## src/rtl/spi_byte_pkg.sv

```systemverilog
// Package: shared register offsets, bit positions and the control-word
// layout for the prescaled byte SPI master.
package spi_byte_pkg;

    localparam int ADDR_W = 3;

    localparam logic [ADDR_W-1:0] OFS_CTRL  = 3'd0;
    localparam logic [ADDR_W-1:0] OFS_STAT  = 3'd1;
    localparam logic [ADDR_W-1:0] OFS_PINS  = 3'd2;
    localparam logic [ADDR_W-1:0] OFS_DIV   = 3'd3;
    localparam logic [ADDR_W-1:0] OFS_TXD   = 3'd4;
    localparam logic [ADDR_W-1:0] OFS_RXD   = 3'd5;

    // Control word, packed so that field order matches bit positions 4..0.
    typedef struct packed {
        logic irq_mode;   // bit 4
        logic master;     // bit 3
        logic cpha;       // bit 2
        logic cpol;       // bit 1
        logic sck_en;     // bit 0
    } ctrl_t;

    localparam int    CTRL_W     = $bits(ctrl_t);
    localparam ctrl_t CTRL_RESET = '{irq_mode: 1'b1, master: 1'b1,
                                     cpha: 1'b0, cpol: 1'b0, sck_en: 1'b0};

endpackage

```

## src/rtl/spi_byte_divider.sv

```systemverilog
// Module: half-period tick generator.
// Emits a one-cycle tick every presc+1 cycles while run is high. The count
// restarts from zero whenever run is low, so the first tick of a transfer
// always comes a full half period after the launch.
module spi_byte_divider #(
    parameter int PRESC_W = 8
) (
    input  logic               clk,
    input  logic               rst_n,
    input  logic               run,
    input  logic [PRESC_W-1:0] presc,
    output logic               tick
);

    logic [PRESC_W-1:0] cnt_q;
    logic               at_end;

    assign at_end = (cnt_q == presc);
    assign tick   = run & at_end;

    // Count cycles inside the current half period, restart when idle.
    always_ff @(posedge clk) begin
        if (!rst_n || !run) begin
            cnt_q <= '0;
        end else if (at_end) begin
            cnt_q <= '0;
        end else begin
            cnt_q <= cnt_q + PRESC_W'(1);
        end
    end

endmodule

```

## src/rtl/spi_byte_shifter.sv

```systemverilog
// Module: serial shift engine.
// Runs 2*DATA_W serial-clock edges per exchange, MSB first. With cpha=0 the
// first bit is placed at launch, leading edges sample and trailing edges
// launch. With cpha=1 leading edges launch and trailing edges sample.
// Assumes start is only asserted while busy is low and that cpol/cpha are
// held steady during an exchange.
module spi_byte_shifter #(
    parameter int DATA_W = 8
) (
    input  logic              clk,
    input  logic              rst_n,
    input  logic              start,
    input  logic [DATA_W-1:0] tx_byte,
    input  logic              tick,
    input  logic              sck_en,
    input  logic              cpol,
    input  logic              cpha,
    input  logic              miso,
    output logic              busy,
    output logic              done,
    output logic [DATA_W-1:0] rx_byte,
    output logic              sclk,
    output logic              mosi
);

    localparam int EDGES = 2 * DATA_W;
    localparam int EW    = $clog2(EDGES);
    localparam int MSB   = DATA_W - 1;

    logic              busy_q;
    logic              sclk_q;
    logic [EW-1:0]     edge_q;
    logic [DATA_W-1:0] shreg_q;
    logic              samp_q;
    logic              mosi_q;
    logic [DATA_W-1:0] rx_q;
    logic              leading;
    logic              last_edge;
    logic [DATA_W-1:0] shifted;

    assign leading   = ~edge_q[0];
    assign last_edge = (edge_q == EW'(EDGES - 1));
    assign shifted   = {shreg_q[MSB-1:0], (cpha ? miso : samp_q)};
    assign done      = busy_q & tick & last_edge;
    assign busy      = busy_q;
    assign rx_byte   = rx_q;
    assign mosi      = mosi_q;
    assign sclk      = (busy_q & sck_en) ? sclk_q : cpol;

    // Launch, shift and sample on divided clock edges; retire after the last.
    always_ff @(posedge clk) begin
        if (!rst_n) begin
            busy_q  <= 1'b0;
            sclk_q  <= 1'b0;
            edge_q  <= '0;
            shreg_q <= '0;
            samp_q  <= 1'b0;
            mosi_q  <= 1'b0;
            rx_q    <= '0;
        end else if (start) begin
            busy_q  <= 1'b1;
            sclk_q  <= cpol;
            edge_q  <= '0;
            shreg_q <= tx_byte;
            if (!cpha) begin
                mosi_q <= tx_byte[MSB];
            end
        end else if (busy_q && tick) begin
            sclk_q <= ~sclk_q;
            edge_q <= edge_q + EW'(1);
            if (leading) begin
                if (cpha) begin
                    mosi_q <= shreg_q[MSB];
                end else begin
                    samp_q <= miso;
                end
            end else begin
                shreg_q <= shifted;
                if (!cpha && !last_edge) begin
                    mosi_q <= shreg_q[MSB-1];
                end
                if (last_edge) begin
                    rx_q   <= shifted;
                    busy_q <= 1'b0;
                end
            end
        end
    end

endmodule

```

## src/rtl/spi_byte_regs.sv

```systemverilog
// Module: register window and status flags.
// Holds control, pin control and prescaler, decodes the transmit write into
// a start pulse or a collision, and keeps the ready/collision flags. Ready
// clears through a status read followed by a receive read, or by a new
// accepted transmit write. Reads are combinational; read side effects occur
// at the edge where bus_rd is high.
module spi_byte_regs
    import spi_byte_pkg::*;
#(
    parameter int DATA_W  = 8,
    parameter int PRESC_W = 8
) (
    input  logic               clk,
    input  logic               rst_n,
    input  logic [ADDR_W-1:0]  bus_addr,
    input  logic               bus_wr,
    input  logic               bus_rd,
    input  logic [DATA_W-1:0]  bus_wdata,
    output logic [DATA_W-1:0]  bus_rdata,
    input  logic               busy,
    input  logic               xfer_done,
    input  logic [DATA_W-1:0]  rx_byte,
    output ctrl_t              ctrl,
    output logic [PRESC_W-1:0] presc,
    output logic               keep,
    output logic               start,
    output logic               ready,
    output logic               collision,
    output logic               irq
);

    ctrl_t              ctrl_q;
    logic [PRESC_W-1:0] presc_q;
    logic               keep_q;
    logic               ready_q;
    logic               coll_q;
    logic               arm_q;
    logic               wr_tx;
    logic               rd_stat;
    logic               rd_rx;

    assign wr_tx   = bus_wr && (bus_addr == OFS_TXD);
    assign rd_stat = bus_rd && (bus_addr == OFS_STAT);
    assign rd_rx   = bus_rd && (bus_addr == OFS_RXD);
    assign start   = wr_tx && !busy && ctrl_q.master;

    assign ctrl      = ctrl_q;
    assign presc     = presc_q;
    assign keep      = keep_q;
    assign ready     = ready_q;
    assign collision = coll_q;
    assign irq       = ready_q & ctrl_q.irq_mode;

    // Software-written configuration registers.
    always_ff @(posedge clk) begin
        if (!rst_n) begin
            ctrl_q  <= CTRL_RESET;
            presc_q <= '1;
            keep_q  <= 1'b1;
        end else if (bus_wr) begin
            if (bus_addr == OFS_CTRL) begin
                ctrl_q <= ctrl_t'(bus_wdata[CTRL_W-1:0]);
            end
            if (bus_addr == OFS_DIV) begin
                presc_q <= bus_wdata[PRESC_W-1:0];
            end
            if (bus_addr == OFS_PINS) begin
                keep_q <= bus_wdata[0];
            end
        end
    end

    // Ready flag and the status-read arm that enables its receive-read clear.
    always_ff @(posedge clk) begin
        if (!rst_n) begin
            ready_q <= 1'b0;
            arm_q   <= 1'b0;
        end else if (xfer_done) begin
            ready_q <= 1'b1;
            arm_q   <= 1'b0;
        end else if (start || (rd_rx && arm_q)) begin
            ready_q <= 1'b0;
            arm_q   <= 1'b0;
        end else if (rd_stat && ready_q) begin
            arm_q <= 1'b1;
        end
    end

    // Collision flag: set by a transmit write mid-exchange, cleared by status read.
    always_ff @(posedge clk) begin
        if (!rst_n) begin
            coll_q <= 1'b0;
        end else if (wr_tx && busy) begin
            coll_q <= 1'b1;
        end else if (rd_stat) begin
            coll_q <= 1'b0;
        end
    end

    // Read data multiplexer.
    always_comb begin
        unique case (bus_addr)
            OFS_CTRL: bus_rdata = {{(DATA_W-CTRL_W){1'b0}}, ctrl_q};
            OFS_STAT: bus_rdata = {{(DATA_W-2){1'b0}}, coll_q, ready_q};
            OFS_PINS: bus_rdata = {{(DATA_W-1){1'b0}}, keep_q};
            OFS_DIV:  bus_rdata = {{(DATA_W-PRESC_W){1'b0}}, presc_q};
            OFS_RXD:  bus_rdata = rx_byte;
            default:  bus_rdata = '0;
        endcase
    end

endmodule

```

## src/rtl/spi_byte_master.sv

```systemverilog
// Module: top of the prescaled byte SPI master.
// Joins the register window, the half-period divider and the shift engine.
// Assumes a single peripheral clock and a synchronous active-low reset;
// miso is assumed already synchronous to clk.
module spi_byte_master
    import spi_byte_pkg::*;
#(
    parameter int DATA_W  = 8,
    parameter int PRESC_W = 8
) (
    input  logic              clk,
    input  logic              rst_n,
    input  logic [2:0]        bus_addr,
    input  logic              bus_wr,
    input  logic              bus_rd,
    input  logic [DATA_W-1:0] bus_wdata,
    output logic [DATA_W-1:0] bus_rdata,
    output logic              irq,
    output logic              sclk,
    output logic              mosi,
    output logic              mosi_oe,
    input  logic              miso
);

    ctrl_t              ctrl;
    logic [PRESC_W-1:0] presc;
    logic               keep;
    logic               start;
    logic               ready;
    logic               collision;
    logic               busy;
    logic               done;
    logic               tick;
    logic [DATA_W-1:0]  rx_byte;

    // Drive data-out when keep is chosen, otherwise only during an exchange.
    assign mosi_oe = keep | busy;

    spi_byte_regs #(.DATA_W(DATA_W), .PRESC_W(PRESC_W)) u_regs (
        .clk       (clk),
        .rst_n     (rst_n),
        .bus_addr  (bus_addr),
        .bus_wr    (bus_wr),
        .bus_rd    (bus_rd),
        .bus_wdata (bus_wdata),
        .bus_rdata (bus_rdata),
        .busy      (busy),
        .xfer_done (done),
        .rx_byte   (rx_byte),
        .ctrl      (ctrl),
        .presc     (presc),
        .keep      (keep),
        .start     (start),
        .ready     (ready),
        .collision (collision),
        .irq       (irq)
    );

    spi_byte_divider #(.PRESC_W(PRESC_W)) u_div (
        .clk   (clk),
        .rst_n (rst_n),
        .run   (busy & ctrl.sck_en),
        .presc (presc),
        .tick  (tick)
    );

    spi_byte_shifter #(.DATA_W(DATA_W)) u_shift (
        .clk     (clk),
        .rst_n   (rst_n),
        .start   (start),
        .tx_byte (bus_wdata),
        .tick    (tick),
        .sck_en  (ctrl.sck_en),
        .cpol    (ctrl.cpol),
        .cpha    (ctrl.cpha),
        .miso    (miso),
        .busy    (busy),
        .done    (done),
        .rx_byte (rx_byte),
        .sclk    (sclk),
        .mosi    (mosi)
    );

endmodule

```

## config.mk

```make
export PLATFORM = sky130hd
export DESIGN_NAME = spi_byte_master
export DESIGN_NICKNAME = d
export VERILOG_FILES = /design/src/rtl/spi_byte_pkg.sv /design/src/rtl/spi_byte_divider.sv /design/src/rtl/spi_byte_shifter.sv /design/src/rtl/spi_byte_regs.sv /design/src/rtl/spi_byte_master.sv
export SDC_FILE = /design/constraint.sdc
export NUM_CORES = 1
export LEC_CHECK = 0
export ABC_CLOCK_PERIOD_IN_PS = 2900
export BUFFER_PORTS_ARGS = -buffer_cell sky130_fd_sc_hd__buf_2
export CAP_MARGIN = 10
export CORE_MARGIN = 8
export CORE_UTILIZATION = 50
export DETAILED_ROUTE_END_ITERATION = 6
export PLACE_DENSITY_LB_ADDON = 0.3
export SYNTH_ARGS = -nofsm -noshare
export SYNTH_HDL_FRONTEND = slang
export SYNTH_HIERARCHICAL = 1
export SYNTH_SLANG_ARGS = --single-unit
```

## constraint.sdc

```tcl
create_clock -name clk -period 2.9 [get_ports clk]
set_input_delay 0.87 -clock clk [delete_from_list [all_inputs] [get_ports clk]]
set_output_delay 0.87 -clock clk [all_outputs]
set_load 0.005 [all_outputs]
```

==> summary.txt, run 1 <==
Clock network
  – CTS tree: yes
  – Clock tree root driver cell: sky130_fd_sc_hd__clkbuf_8
  – Maximum buffer depth of the clock tree: 2
  – Post-CTS clock slew at the launch and capture registers of the worst setup and hold paths: 0.09 ns
  – Post-CTS Setup Repair Bufs: 0
  – Number of hold buffers added after cts: 0
  – Worst skew pair latency: 0.31 ns
  – H-tree depth reported by CTS: 2
  – Clock sink count: 49
  – Cts repair resizes: 0
  – Total clock buffers created by CTS: 5

STA
  – Unrepaired setup endpoints after global routing: no
  – Max-Slew Margin vs Limit: 60.57%
  – Final hold slack: 0.4813 ns
  – Sum Neg Setup Slack: 0 ns
  – Highest Clock Rate: 0.3631 GHz
  – Transition time at the pin with the least slew margin: 0.5890 ns
  – Min Tclk post-route: 2.754 ns
  – Minimum setup slack in the final design: 0.1462 ns
  – Count of endpoints failing setup in the final report: 0
  – Final hold violation count: 0
  – Worst clock skew: 0.009058 ns
  – Count of pins over their slew limit: 0
  – Post-route clock period utilization: 94.96%

Logic synthesis
  – EDFF count, synth: 0
  – Synth Register Bits: 49
  – Number of library cell types mapped by synthesis: 54
  – Share of synthesized area occupied by flip-flops and latches: 38.91%
  – Primary FF master, synth: sky130_fd_sc_hd__dfxtp_1
  – Cell type with the highest aggregate area in the netlist: sky130_fd_sc_hd__dfxtp_1
  – Mapped cell area: 2521 um^2
  – Instance count of the mapped netlist: 273
  – Share of synthesized registers carrying an async set or reset: 0%
  – Average instance area after synthesis: 9.235 um^2
  – Share of the synthesized area in the top cell type: 38.91%
  – Largest cells by area after synthesis: sky130_fd_sc_hd__dfxtp_1 (39%), sky130_fd_sc_hd__mux2i_1 (9.1%), sky130_fd_sc_hd__nand2_1 (6.4%), sky130_fd_sc_hd__xor2_1 (4.2%), sky130_fd_sc_hd__nor2b_1 (4.0%)
  – Number of nets produced by synthesis: 291
  – Synth Warn #: 6

Setup path
  – Most used cell along the critical path: sky130_fd_sc_hd__buf_2
  – Maximum fanout along the worst path: 11
  – Data required time at the worst endpoint: 2.03 ns
  – Critical path start-end classification: in -> out
  – Crit-path cells: buf_2, or3b_1, a21boi_1, o2bb2ai_1, buf_2
  – Largest stage delay on the critical path: 0.43 ns
  – Critical Path Sink Type: primary output
  – Highest-delay cell along the critical path: sky130_fd_sc_hd__or3b_1
  – Kind of start point of the critical path: input pin
  – Worst endpoint data arrival time: 1.88 ns

Global routing
  – All-layer global routing usage: 16.80%
  – Largest net degree at the start of global routing: 35
  – Number of antenna violations at the first check in global routing: 0
  – Sum of overflow across all layers after global routing: 0
  – Via count of the first global-routing pass: 2,082
  – Global-route wire length before repair: 9867 um

Floorplanning
  – Starting Density: 50.65%
  – DIE AREA: 7571 um^2
  – Number of top-level design ports: 28
  – Number of core rows: 26
  – Die extent in y: 87.01 um
  – Core region area: 4977 um^2
  – Horizontal extent of the die: 87.01 um

Drt
  – Sum of routed wire segments on met1: 2708 um
  – Residual antenna-violating net count after detailed routing: 0
  – Routed WL: 5893 um
  – Number of detailed-route iterations in the first pass: 4
  – Total length of routed met3 wires: 118 um
  – Number of remaining DRC errors: 0
  – Detailed router's first-iteration violation count: 100
  – Uppermost signal routing layer after detailed routing: met4
  – Detail-routed via count per cell: 5.469
  – Number of vias in the routed layout: 2,029
  – Routed length on met2: 2961 um
  – Routed len/inst: 15.88 um

Finish
  – Proportion of layout cells with a drive suffix above 1: 17.94%
  – Most common library cell in the layout ignoring fill and taps: sky130_fd_sc_hd__dfxtp_1
  – Final Net Count: 318
  – Share of the core filled with cells in the final layout: 56.84%
  – Non-filler instance count after layout: 371
  – Most frequent cells in the layout: sky130_fd_sc_hd__dfxtp_1 (49), sky130_fd_sc_hd__nand2_1 (43), sky130_fd_sc_hd__buf_2 (27)
  – FILL cells: 464
  – Design area: 2829 um^2
  – Area growth, synth to finish: 12.21%
  – Antenna diode instance count: 0

Power
  – Static power due to leakage: 1.147 nW
  – Switching fraction of total power: 24.07%
  – Net switching power of the design: 313.7 uW
  – Proportion of power drawn by flip-flops and latches: 53.1%
  – Internal power: 989.4 uW
  – IR Drop Worst-Case VDD: 0.3187 mV
  – Power Dens Cells: 460.6 nW/um^2
  – Share of power burned in combinational logic: 7.8%
  – Clock power share: 39.1%
  – Overall power after layout: 1.303 mW

Run status
  – Status: complete, no violations

Placement
  – Dpl cell area: 2713 um^2
  – # placed instances: 363
  – Placement-stage worst setup slack: 0.1593 ns
  – Port Buffers: 27
  – Total half-perimeter wirelength after legalization and detailed placement: 4461 um
  – Routability cong.: 0.8530

Flow run
  – Max capacitance violation total: 0

Min path
  – Hold Crit Class: reg -> reg
## registers in the layout, indices dropped and copies added (netlist names)
register,flops
u_shift/sclk_q,1
u_shift/rx_byte,8
u_regs/collision,1
u_div/cnt_q,8
u_regs/arm_q,1
u_regs/ctrl,5
u_regs/ready,1
u_shift/samp_q,1
u_shift/mosi,1
u_shift/shreg_q,8
u_shift/busy,1
u_regs/keep,1
u_regs/presc,8
u_shift/edge_q,4
## layer usage
layer	global-route usage [%]	vias up
met5	0	-
met4	7.512	0
met3	2.925	8
met2	30.05	25
met1	18.93	972
li1	-	1024
## synth_stat cells (all sizes together) (5+ instances only)
library cell  number
a211oi             5
a22oi              5
and2              11
buf                8
clkbuf             6
dfxtp             49
mux2i             23
nand2             43
nand3             14
nor2               9
nor2b             16
o21ai             17
xor2              13
## cell families (layout without fill, tap and decap cells)
group | after synthesis | in the layout | synth area share [%]
AND/OR/NAND/NOR | 117 | 117 | 27.35
buffers and inverters | 17 | 45 | 3.772
AO/OA/AOI/OAI | 49 | 49 | 13.35
flip-flops | 49 | 49 | 38.91
multiplexers | 25 | 25 | 10.47
adder cells (fa/ha/maj) | 2 | 2 | 0.9924
XOR/XNOR | 14 | 14 | 5.161
## power groups by stage
stage               logic (mW)  clock network, mW  registers (mW)
detailed placement       0.101                  0           0.708
global route             0.112              0.551           0.694
global placement        0.0999                  0           0.708
floorplan               0.0621                  0           0.704
CTS                      0.101              0.522           0.692
finish                   0.102              0.509           0.692
## cell type report
class                      instances  area [um^2]  share of cell area (%)
clock buffer                       5        68.82                   2.433
clock inverter                     3        47.55                   1.681
inverter                           3        11.26                  0.3981
multi-input combinational        207         1445                   51.08
sequential                        49        980.9                   34.67
tap                               70        87.58                   3.096
timing repair buffer              34        187.7                   6.634
## final timing paths
path / startpoint / to / slack, ns / cells past startpoint
setup reg to reg: u_div/cnt_q[2] / u_shift/rx_byte[4] / 0.57 / 8
hold reg to reg: u_shift/mosi / u_shift/mosi / 0.48 / 2
hold / removal: u_shift/mosi / u_shift/mosi / 0.48 / 2
setup / recovery: bus_addr[1] / bus_rdata[3] / 0.15 / 5
## worst max-delay path, delay by kind of cell
kind | cells | cell delay, ns
and+or+nand+nor | 1 | 0.43
buffers and inverters | 2 | 0.29
AOI/OAI and AO/OA | 2 | 0.29
(Power assumes the default switching activity.)
==> inputs of run 2 (changes only) <==
--- a/config.mk
+++ b/config.mk
@@ -6,11 +6,11 @@
 export NUM_CORES = 1
 export LEC_CHECK = 0
 export ABC_CLOCK_PERIOD_IN_PS = 2900
-export BUFFER_PORTS_ARGS = -buffer_cell sky130_fd_sc_hd__buf_2
 export CAP_MARGIN = 10
 export CORE_MARGIN = 8
 export CORE_UTILIZATION = 50
 export DETAILED_ROUTE_END_ITERATION = 6
+export DONT_BUFFER_PORTS = 1
 export PLACE_DENSITY_LB_ADDON = 0.3
 export SYNTH_ARGS = -nofsm -noshare
 export SYNTH_HDL_FRONTEND = slang
==> summary.txt, run 2 (synthesis gave the netlist of run 1 again) <==
Run status
  – Status: complete, no violations

Clock network
  – CTS tree: yes
  – Clock sink count: 49 (unchanged)
  – Cts repair resizes: 0 (unchanged)
  – Post-CTS clock slew at the launch and capture registers of the worst setup and hold paths: 0.09 ns (about the same)
  – Number of hold buffers added after cts: 0 (unchanged)
  – Worst skew pair latency: 0.31 ns (about the same)
  – Total clock buffers created by CTS: 5 (unchanged)
  – H-tree depth reported by CTS: 2 (unchanged)
  – Post-CTS Setup Repair Bufs: 0 (unchanged)
  – Maximum buffer depth of the clock tree: 2 (unchanged)
  – Clock tree root driver cell: sky130_fd_sc_hd__clkbuf_8

STA
  – Max-Slew Margin vs Limit: 63.08% (+2.5 points)
  – Count of endpoints failing setup in the final report: 0 (unchanged)
  – Unrepaired setup endpoints after global routing: no
  – Min Tclk post-route: 2.497 ns (-0.2572 ns)
  – Count of pins over their slew limit: 0 (unchanged)
  – Post-route clock period utilization: 86.09% (-8.9 points)
  – Transition time at the pin with the least slew margin: 0.5515 ns (-0.03757 ns)
  – Highest Clock Rate: 0.4005 GHz (+10%)
  – Final hold slack: 0.4878 ns (+0.006465 ns)
  – Worst clock skew: 0.01081 ns (+0.001748 ns)
  – Sum Neg Setup Slack: 0 ns (unchanged)
  – Final hold violation count: 0 (unchanged)

Global routing
  – Number of antenna violations at the first check in global routing: 0 (unchanged)
  – Via count of the first global-routing pass: 1,874 (-10%)
  – Global-route wire length before repair: 9501 um (-3.7%)
  – Largest net degree at the start of global routing: 41 (+17%)
  – Sum of overflow across all layers after global routing: 0 (unchanged)
  – All-layer global routing usage: 15.89% (-0.92 points)

Drt
  – Number of remaining DRC errors: 0 (unchanged)
  – Detail-routed via count per cell: 5.608 (+2.5%)
  – Number of vias in the routed layout: 1,901 (-6.3%)
  – Number of detailed-route iterations in the first pass: 4 (unchanged)
  – Routed len/inst: 16.70 um (+5.1%)
  – Residual antenna-violating net count after detailed routing: 0 (unchanged)
  – Routed WL: 5661 um (-3.9%)
  – Detailed router's first-iteration violation count: 149 (+49%)

Finish
  – Most common library cell in the layout ignoring fill and taps: sky130_fd_sc_hd__dfxtp_1
  – Proportion of layout cells with a drive suffix above 1: 8.178% (-9.8 points)
  – Non-filler instance count after layout: 339 (-8.6%)
  – Antenna diode instance count: 0 (unchanged)
  – Final Net Count: 287 (-9.7%)
  – Share of the core filled with cells in the final layout: 53.34% (-3.5 points)
  – Most frequent cells in the layout: sky130_fd_sc_hd__dfxtp_1 (49), sky130_fd_sc_hd__nand2_1 (43), sky130_fd_sc_hd__mux2i_1 (23)
  – Area growth, synth to finish: 5.310%

Power
  – Internal power: 967.2 uW (-2.2%)
  – IR Drop Worst-Case VDD: 0.1914 mV (-40%)
  – Clock power share: 39.2% (about the same)
  – Share of power burned in combinational logic: 4.8% (-3.0 points)
  – Net switching power of the design: 270.5 uW (-14%)
  – Proportion of power drawn by flip-flops and latches: 55.9% (+2.8 points)
  – Static power due to leakage: 1.004 nW (-12%)
  – Switching fraction of total power: 21.85% (-2.2 points)
  – Power Dens Cells: 466.2 nW/um^2 (+1.2%)

Floorplanning
  – Number of core rows: 26 (unchanged)
  – DIE AREA: 7571 um^2 (unchanged)
  – Number of top-level design ports: 28 (unchanged)
  – Core region area: 4977 um^2 (unchanged)
  – Horizontal extent of the die: 87.01 um (unchanged)
  – Starting Density: 50.65% (unchanged)
  – Die extent in y: 87.01 um (unchanged)

Setup path
  – Critical path start-end classification: in -> out
  – Kind of start point of the critical path: input pin
  – Maximum fanout along the worst path: 15 (+4)
  – Worst endpoint data arrival time: 1.63 ns (-0.25 ns)
  – Critical Path Sink Type: primary output
  – Data required time at the worst endpoint: 2.03 ns (about the same)

Placement
  – # placed instances: 332 (-8.5%)
  – Port Buffers: 0 (-100%)
  – Total half-perimeter wirelength after legalization and detailed placement: 4167 um (-6.6%)
  – Routability cong.: 0.8070 (-5.4%)

Min path
  – Hold Crit Class: reg -> reg

Flow run
  – Max capacitance violation total: 0 (unchanged)
==> run 2: cell types whose count changed in the layout (fill, tap and decap cells not counted) <==
cell,change
sky130_fd_sc_hd__buf_2,-27
sky130_fd_sc_hd__buf_4,-4
sky130_fd_sc_hd__inv_6,-1
==> run 2: through the flow <==
step           power, mW  worst slack [ns]  area, um^2
3_5_place_dp      0.7673            0.4009        2547
3_3_place_gp      0.7668            0.4061        2547
6_report           1.238            0.4034        2655
4_1_cts            1.250            0.4009        2655
2_1_floorplan     0.7666            0.3529        2521
5_1_grt            1.291            0.3781        2655
==> run 2: metal layers <==
metal	track usage [%]	share of wire, %	routed length, um
met5	0	0	0
met4	5.164	1.8	103
met3	4.528	4.1	230
met2	25.95	47	2673
met1	19.49	47	2654
==> run 2: worst paths after layout <==
kind	slack, ns	to	cells past startpoint	startpoint
worst max-delay path	0.40	bus_rdata[3]	3	bus_addr[1]
worst min-delay path	0.49	u_regs/ctrl[3]	2	u_regs/ctrl[3]
worst max register to register	0.69	u_shift/rx_byte[2]	7	u_div/cnt_q[2]
worst min register to register	0.49	u_regs/ctrl[3]	2	u_regs/ctrl[3]
==> run 2: cell type report <==
class / instances / area (um^2)
well taps: 70 / 87.58
inverters: 3 / 11.26
multi-input cells: 207 / 1445
clock inverters: 2 / 38.79
repair buffers: 3 / 22.52
fillers: 478 / 2322
clock buffers: 5 / 68.82
flip-flops and latches: 49 / 980.9
==> run 2: critical path: stages <==
cell and delay (ns):
sky130_fd_sc_hd__or3b_1 0.39, sky130_fd_sc_hd__a21boi_1 0.16, sky130_fd_sc_hd__o2bb2ai_1 0.20
==> run 2: power groups by stage <==
stage / sequential (mW) / combinational, mW / clock [mW]
4_1_cts: 0.692 / 0.0598 / 0.498
2_1_floorplan: 0.704 / 0.0621 / 0
3_3_place_gp: 0.708 / 0.0591 / 0
6_report: 0.692 / 0.0600 / 0.486
5_1_grt: 0.694 / 0.0659 / 0.531
3_5_place_dp: 0.708 / 0.0595 / 0
